$ cat src/rtl/irq_level_pkg.sv
package irq_level_pkg;

  localparam int NUM_SRC  = 13;
  localparam int DATA_W   = 32;
  localparam int ADDR_W   = 16;
  localparam int IPL_W    = 3;
  localparam int MIRROR_BIT = 26;

  localparam logic [ADDR_W-1:0] STATUS_OFS = 16'h7000;
  localparam logic [ADDR_W-1:0] MASK_OFS   = 16'h7800;

  localparam logic [IPL_W-1:0] IPL_NONE = 3'd0;
  localparam logic [IPL_W-1:0] IPL_LOW  = 3'd3;
  localparam logic [IPL_W-1:0] IPL_MID  = 3'd5;
  localparam logic [IPL_W-1:0] IPL_HIGH = 3'd6;

  // status bit position owned by each request line
  function automatic int unsigned src_pos(input int unsigned idx);
    case (idx)
      0:  return 2;
      1:  return 3;
      2:  return 5;
      3:  return 7;
      4:  return 9;
      5:  return 10;
      6:  return 12;
      7:  return 17;
      8:  return 21;
      9:  return 23;
      10: return 26;
      11: return 27;
      12: return 28;
      default: return 0;
    endcase
  endfunction

  // processor level of each request line
  function automatic logic [IPL_W-1:0] src_level(input int unsigned idx);
    if (idx <= 6)      return IPL_LOW;
    else if (idx == 7) return IPL_MID;
    else               return IPL_HIGH;
  endfunction

  // status bits that belong to one priority group
  function automatic logic [DATA_W-1:0] level_mask(input logic [IPL_W-1:0] lvl);
    logic [DATA_W-1:0] m;
    m = '0;
    for (int unsigned i = 0; i < NUM_SRC; i++) begin
      if (src_level(i) == lvl) m[src_pos(i)] = 1'b1;
    end
    return m;
  endfunction

endpackage

$ cat src/rtl/irq_line_events.sv
module irq_line_events
  import irq_level_pkg::*;
#(
  parameter int N_SRC  = NUM_SRC,
  parameter int WIDTH  = DATA_W,
  parameter int MIR_B  = MIRROR_BIT
) (
  input  logic             clk,
  input  logic             rst,
  input  logic [N_SRC-1:0] src_req,
  input  logic             mirror_wr,
  input  logic             mirror_val,
  output logic [WIDTH-1:0] hw_set,
  output logic [WIDTH-1:0] hw_clr
);

  logic [N_SRC-1:0] prev_q;
  logic [N_SRC-1:0] rise;
  logic [N_SRC-1:0] fall;
  logic [WIDTH-1:0] line_set;
  logic [WIDTH-1:0] line_clr;

  always_ff @(posedge clk) begin
    if (rst) prev_q <= '0;
    else     prev_q <= src_req;
  end

  assign rise = src_req & ~prev_q;
  assign fall = ~src_req & prev_q;

  // scatter per-line edges into their sparse status positions
  always_comb begin
    line_set = '0;
    line_clr = '0;
    for (int unsigned i = 0; i < N_SRC; i++) begin
      line_set[src_pos(i)] = rise[i];
      line_clr[src_pos(i)] = fall[i];
    end
  end

  // the control-register mirror overrides the line edge on its bit
  always_comb begin
    hw_set = line_set;
    hw_clr = line_clr;
    if (mirror_wr) begin
      hw_set[MIR_B] = mirror_val;
      hw_clr[MIR_B] = ~mirror_val;
    end
  end

endmodule

$ cat src/rtl/irq_regfile.sv
module irq_regfile
  import irq_level_pkg::*;
#(
  parameter int                WIDTH = DATA_W,
  parameter int                AW    = ADDR_W,
  parameter logic [ADDR_W-1:0] ST_OFS = STATUS_OFS,
  parameter logic [ADDR_W-1:0] MK_OFS = MASK_OFS
) (
  input  logic             clk,
  input  logic             rst,
  input  logic             bus_wr,
  input  logic             bus_rd,
  input  logic [AW-1:0]    bus_addr,
  input  logic [WIDTH-1:0] bus_wdata,
  input  logic [WIDTH-1:0] hw_set,
  input  logic [WIDTH-1:0] hw_clr,
  output logic [WIDTH-1:0] status_o,
  output logic [WIDTH-1:0] mask_o,
  output logic [WIDTH-1:0] rdata_o
);

  logic [WIDTH-1:0] status_r;
  logic [WIDTH-1:0] mask_r;
  logic [WIDTH-1:0] status_d;
  logic             hit_status;
  logic             hit_mask;

  assign hit_status = (bus_addr == ST_OFS);
  assign hit_mask   = (bus_addr == MK_OFS);

  // software value first, hardware events win per bit afterwards
  always_comb begin
    status_d = status_r;
    if (bus_wr && hit_status) status_d = bus_wdata;
    status_d = (status_d & ~hw_clr) | hw_set;
  end

  always_ff @(posedge clk) begin
    if (rst) begin
      status_r <= '0;
      mask_r   <= '0;
      rdata_o  <= '0;
    end else begin
      status_r <= status_d;
      if (bus_wr && hit_mask) mask_r <= bus_wdata;
      if (bus_rd) begin
        if (hit_status)    rdata_o <= status_r;
        else if (hit_mask) rdata_o <= mask_r;
        else               rdata_o <= '0;
      end
    end
  end

  assign status_o = status_r;
  assign mask_o   = mask_r;

endmodule

$ cat src/rtl/irq_level_enc.sv
module irq_level_enc
  import irq_level_pkg::*;
#(
  parameter int WIDTH = DATA_W
) (
  input  logic             clk,
  input  logic             rst,
  input  logic [WIDTH-1:0] status_i,
  input  logic [WIDTH-1:0] mask_i,
  output logic [IPL_W-1:0] ipl_o
);

  localparam logic [WIDTH-1:0] GRP_HIGH = level_mask(IPL_HIGH);
  localparam logic [WIDTH-1:0] GRP_MID  = level_mask(IPL_MID);
  localparam logic [WIDTH-1:0] GRP_LOW  = level_mask(IPL_LOW);

  logic [WIDTH-1:0] pend;
  logic             any_high;
  logic             any_mid;
  logic             any_low;
  logic [IPL_W-1:0] lvl_d;

  assign pend     = status_i & mask_i;
  assign any_high = |(pend & GRP_HIGH);
  assign any_mid  = |(pend & GRP_MID);
  assign any_low  = |(pend & GRP_LOW);

  always_comb begin
    if (any_high)     lvl_d = IPL_HIGH;
    else if (any_mid) lvl_d = IPL_MID;
    else if (any_low) lvl_d = IPL_LOW;
    else              lvl_d = IPL_NONE;
  end

  always_ff @(posedge clk) begin
    if (rst) ipl_o <= IPL_NONE;
    else     ipl_o <= lvl_d;
  end

endmodule

$ cat src/rtl/irq_level_ctrl.sv
module irq_level_ctrl
  import irq_level_pkg::*;
(
  input  logic               clk,
  input  logic               rst,
  input  logic [NUM_SRC-1:0] src_req,
  input  logic               dma_en_wr,
  input  logic               dma_en_val,
  input  logic               bus_wr,
  input  logic               bus_rd,
  input  logic [ADDR_W-1:0]  bus_addr,
  input  logic [DATA_W-1:0]  bus_wdata,
  output logic [DATA_W-1:0]  bus_rdata,
  output logic [IPL_W-1:0]   ipl
);

  logic [DATA_W-1:0] hw_set;
  logic [DATA_W-1:0] hw_clr;
  logic [DATA_W-1:0] status_q;
  logic [DATA_W-1:0] mask_q;

  irq_line_events #(
    .N_SRC (NUM_SRC),
    .WIDTH (DATA_W),
    .MIR_B (MIRROR_BIT)
  ) u_events (
    .clk        (clk),
    .rst        (rst),
    .src_req    (src_req),
    .mirror_wr  (dma_en_wr),
    .mirror_val (dma_en_val),
    .hw_set     (hw_set),
    .hw_clr     (hw_clr)
  );

  irq_regfile #(
    .WIDTH  (DATA_W),
    .AW     (ADDR_W),
    .ST_OFS (STATUS_OFS),
    .MK_OFS (MASK_OFS)
  ) u_regs (
    .clk       (clk),
    .rst       (rst),
    .bus_wr    (bus_wr),
    .bus_rd    (bus_rd),
    .bus_addr  (bus_addr),
    .bus_wdata (bus_wdata),
    .hw_set    (hw_set),
    .hw_clr    (hw_clr),
    .status_o  (status_q),
    .mask_o    (mask_q),
    .rdata_o   (bus_rdata)
  );

  irq_level_enc #(
    .WIDTH (DATA_W)
  ) u_enc (
    .clk      (clk),
    .rst      (rst),
    .status_i (status_q),
    .mask_i   (mask_q),
    .ipl_o    (ipl)
  );

endmodule

$ cat config.mk
export PLATFORM = sky130hd
export DESIGN_NAME = irq_level_ctrl
export DESIGN_NICKNAME = d
export VERILOG_FILES = /design/src/rtl/irq_level_pkg.sv /design/src/rtl/irq_line_events.sv /design/src/rtl/irq_regfile.sv /design/src/rtl/irq_level_enc.sv /design/src/rtl/irq_level_ctrl.sv
export SDC_FILE = /design/constraint.sdc
export NUM_CORES = 1
export LEC_CHECK = 0
export CAP_MARGIN = 40
export CORE_ASPECT_RATIO = 0.8
export CORE_UTILIZATION = 50
export DETAILED_ROUTE_END_ITERATION = 7
export PLACE_DENSITY = 0.81
export RECOVER_POWER = 25
export SYNTH_ARGS = -nofsm -noshare
export SYNTH_HDL_FRONTEND = slang
export SYNTH_SLANG_ARGS = --single-unit
$ cat constraint.sdc
create_clock -name clk -period 3.4 [get_ports clk]
set_input_delay 0.68 -clock clk [delete_from_list [all_inputs] [get_ports clk]]
set_output_delay 0.68 -clock clk [all_outputs]
set_load 0.05 [all_outputs]
Word-level counts from Yosys, hierarchy flattened. Cells that the tools add are included.

Register bits: 112. Logic and storage cells: 30.

Equality and inequality tests: 2. Mux-type cells: 8. Bitwise logic cells: 9. Reduce and logical (&&, ||, !) cells: 5.

Operators by type and width (number): $mux W32 (3); $and A32 B32 Y32 (1); $eq A16 B15 Y1 const B (2); $not A29 Y32 (1); $or A32 B29 Y32 (1); $and A29 B29 Y29 (1); $and A13 B13 Y13 (2); $not A13 Y13 (2); $reduce_or A7 Y1 (1); $mux W3 (2); $reduce_or A6 Y1 (1); $reduce_or A5 Y1 (1); $logic_and A1 B1 Y1 (2); $mux W1 (2); $mux W2 (1); $not A1 Y1 (1).

Longest topological paths before layout.
Word-level depth: 6. Depth in mapped cells: 6.

By module. A second synthesis with hierarchy kept.

Cell total of the unflattened synthesis: 666. Area total of the unflattened synthesis: 5671.7 um^2.

By module, submodules not included: irq_regfile (instances 1, cells each 555, area each 4658.2 um^2); irq_line_events (instances 1, cells each 95, area each 865.8 um^2); irq_level_enc (instances 1, cells each 16, area each 147.6 um^2).

Worst setup path after synthesis. No wires, ideal clock.

Path kind: input to register. Start point: input bus_addr[15]. End point: register u_regs.status_r[10], in the netlist u_regs.status_o[10]. Setup time: 143 ps. Arrival time: 1847 ps. Data required time: 3257 ps. Slack: 1411 ps. Stages: 5. Buffers on the path: 1. Cells stage by stage: nand4bb_1 -> or4_4 -> buf_2 -> o31ai_1 -> o311ai_0.

Word-level cells in the longest chain between the ends: 5.

RTL lines: start, declared (RTL line irq_level_ctrl.sv:11) `input logic [ADDR_W-1:0] bus_addr,`; $eq A16 B15 Y1 (RTL line irq_regfile.sv:28) `assign hit_status = (bus_addr == ST_OFS);`; $logic_and A1 B1 Y1 (RTL line irq_regfile.sv:34) `if (bus_wr && hit_status) status_d = bus_wdata;`; $mux W32 (RTL line irq_regfile.sv:34); $and A32 B32 Y32 (RTL line irq_regfile.sv:35) `status_d = (status_d & ~hw_clr) | hw_set;`; $or A32 B29 Y32 (RTL line irq_regfile.sv:35); end signal, assigned (RTL line irq_regfile.sv:44) `status_r <= status_d;`; end, declared (RTL line irq_regfile.sv:22) `logic [WIDTH-1:0] status_r;`.

Every way passes these cells. A chain may end at the register's enable or synchronous reset.

Worst setup path in the final report.
Start point: input rst. End point: register u_regs.rdata_o[20].

RTL lines: start, declared (RTL line irq_level_ctrl.sv:5) `input logic rst,`; end signal, assigned (RTL line irq_regfile.sv:47) `if (hit_status) rdata_o <= status_r;`; end signal, assigned (RTL line irq_regfile.sv:48) `else if (hit_mask) rdata_o <= mask_r;`; end, declared (RTL line irq_regfile.sv:19) `output logic [WIDTH-1:0] rdata_o`.

No word-level cell between the ends.

==> results.yml <==
synth:
  synth_cell_types: 37
  ys_ff_latch: 112
  syn-num-nets: 675
  netlist_instances: 608
  synth_edf_count: 0
  synth.avg_cell_area_sq_um: 8.583
  yosys_warnings: 0
  synth_flop_cell: "dfxtp_1"
  synthArstFlopShare_pct: 0
  yosysSeqAreaShare_pct: 42.96
  netlist_area_sq_mm: 0.005219
cells_and_area:
  fill_cells: 805
  final_cell_mix: "112 x dfxtp_1, 96 x nand4_1, 77 x clkdlybuf4s50_1"
  diodes: 0
  drive_above_1_share_pct: 6.042
  area_growth_pct: 24.93
  final_common_cell: "dfxtp_1"
  final_core_util_pct: 65.93
  nNetsFinal: 726
  final_cell_area_sq_mm: 0.006520
  instances_no_fill: 798
timing:
  hold_violations: 0
  hold_slack_ns: 0.4683
  max-slew-margin-rel_pct: -20.59
  finClkSkew_ns: 0.008974
  post-route-period-util_pct: 81.59
  rsz0062_at_grt: "false"
  slew_violations: 96
  worst_slew_pin_slew_ns: 1.809
  finalCriticalPeriod_ns: 2.774
  setup_viol: 0
  fin_ws_ns: 0.6258
  finalSetupTns_ns: 0
  max_clock_freq_ghz: 0.3605
route:
  drt_iter0_markers: 691
  drtAntennaViolNets: 0
  via_per_inst: 6.728
  routed_wl_um: 15090
  num_vias: 5369
  routedWlPerCell_um: 18.91
  first_pass_iters: 5
  route.detailed.drc: 0
power_and_ir_drop:
  total_power_mw: 2.768
  power.density_mw_per_mm2: 424.5
  vdd_drop_max_uv: 299.3
  p_leak_nw: 2.028
placement:
  dpl_cell_area_sq_mm: 0.006269
  post-place-cells: 784
  port_buffers: 101
  gp_congestion: 0.8044
  post-place-ws_ns: 0.5142
  dp_hpwl_um: 9453
global_routing:
  grt-busiest-layer: "met2"
  grt_max_degree: 96
  grtUsageMet1_pct: 39.21
  grt_pass1_wl_um: 24340
  grt_util_all_layers_pct: 28.52
  grtUsageMet3_pct: 6.675
  gr-total-overflow: 0
  grt_pass1_vias: 4961
  met2_usage_pct: 44.67
  antenna_found_initial: 0
clock_network:
  cts_tree: "yes"
  numCtsBuffers: 9
  post_cts_buffers: 0
  clk-insertion-delay-late_ns: 0.35
  cts.sink_count: 112
  clockBufferDepth: 2
  clk_pin_slew_worst_paths_ns: 0.07
  cts-root-buf: "clkbuf_16"
  cts_htree_levels: 3
  cts_hold_buf: 0
  cts_resized: 0
floorplanning:
  pin_count: 102
  row_count: 32
  die_w_um: 116.2
  dieArea_sq_mm: 0.01085
  core_sq_mm: 0.009889
  die_y_um: 93.38
  floorplan.initialDensity_pct: 52.77
worst_setup_path:
  worst_ep_required_time_ns: 3.60
  crit_type: "in -> reg"
  endpoint_kind: "register"
  start_kind: "input pin"
  crit_fanout: 95
  cp.arrival_ns: 2.97
worst_hold_path:
  min_path_type: "reg -> reg"
flow_run:
  drv_cap: 1
outcome:
  status: "complete, but fails checks"
  violations: "max-capacitance violations, max-slew violations"
==> worst paths after layout <==
kind	from	end	slack, ns	depth (start not counted)
setup / recovery	rst	u_regs.rdata_o[20]	0.63	4
hold / removal	u_events.prev_q[1]	u_regs.status_o[3]	0.47	1
setup reg to reg	u_regs.status_o[9]	u_enc.ipl_o[1]	1.94	4
hold reg to reg	u_events.prev_q[1]	u_regs.status_o[3]	0.47	1
==> routing by layer <==
metal | share of wire (%) | vias to the layer above
met5 | 0 | -
li1 | - | 2475
met4 | 1.5 | 0
met1 | 42 | 2518
met2 | 46 | 346
met3 | 10 | 30
==> sequential cells by signal, summed over array words and instances, names as in the netlist <==
signal / flops
u_enc.ipl_o: 3
u_events.prev_q: 13
u_regs.mask_o: 32
u_regs.rdata_o: 32
u_regs.status_o: 32
==> kinds of logic after synthesis <==
| kind of cell | after synthesis | synth area share, % |
|---|---|---|
| compound gates | 168 | 22.73 |
| buf+inv | 91 | 7.216 |
| flops | 112 | 42.96 |
| simple gates | 237 | 27.09 |
==> synthesized netlist by cell type (3+ instances only) <==
cell | n | share of area [%]
dfxtp_1 | 112 | 43
nand4_1 | 96 | 12
o31ai_1 | 61 | 8.8
a21oi_1 | 54 | 5.2
clkbuf_1 | 53 | 3.8
nor2_1 | 45 | 3.2
nand3_1 | 34 | 3.3
a311oi_1 | 32 | 5.4
buf_2 | 21 | 2.0
nor3b_1 | 21 | 3.0
nor2b_1 | 14 | 1.7
inv_1 | 12 | 0.86
o311ai_0 | 9 | 1.5
nand2b_1 | 5 | 0.60
nand2_1 | 4 | 0.29
a22oi_1 | 3 | 0.43
==> critical path, cell delays in order <==
cell,delay (ns)
clkbuf_1,0.26
clkbuf_2,1.35
buf_4,0.53
a311oi_1,0.08
==> layout make-up <==
class | count | area (sq um) | share of cell area [%]
well taps | 136 | 170.2 | 2.610
flip-flops and latches | 112 | 2242 | 34.39
clock inverters | 3 | 45.04 | 0.6908
clock buffers | 11 | 232.7 | 3.569
repair buffers | 119 | 1182 | 18.13
inverters | 12 | 45.04 | 0.6908
multi-input cells | 405 | 2603 | 39.92
==> power breakdown <==
part           leakage (nW)  switching, mW  internal (mW)
Sequential            0.915         0.0281           1.35
Combinational         0.985          0.215          0.149
Clock                 0.128          0.458          0.564
Total                  2.03          0.701           2.07
(Power assumes the default switching activity.)
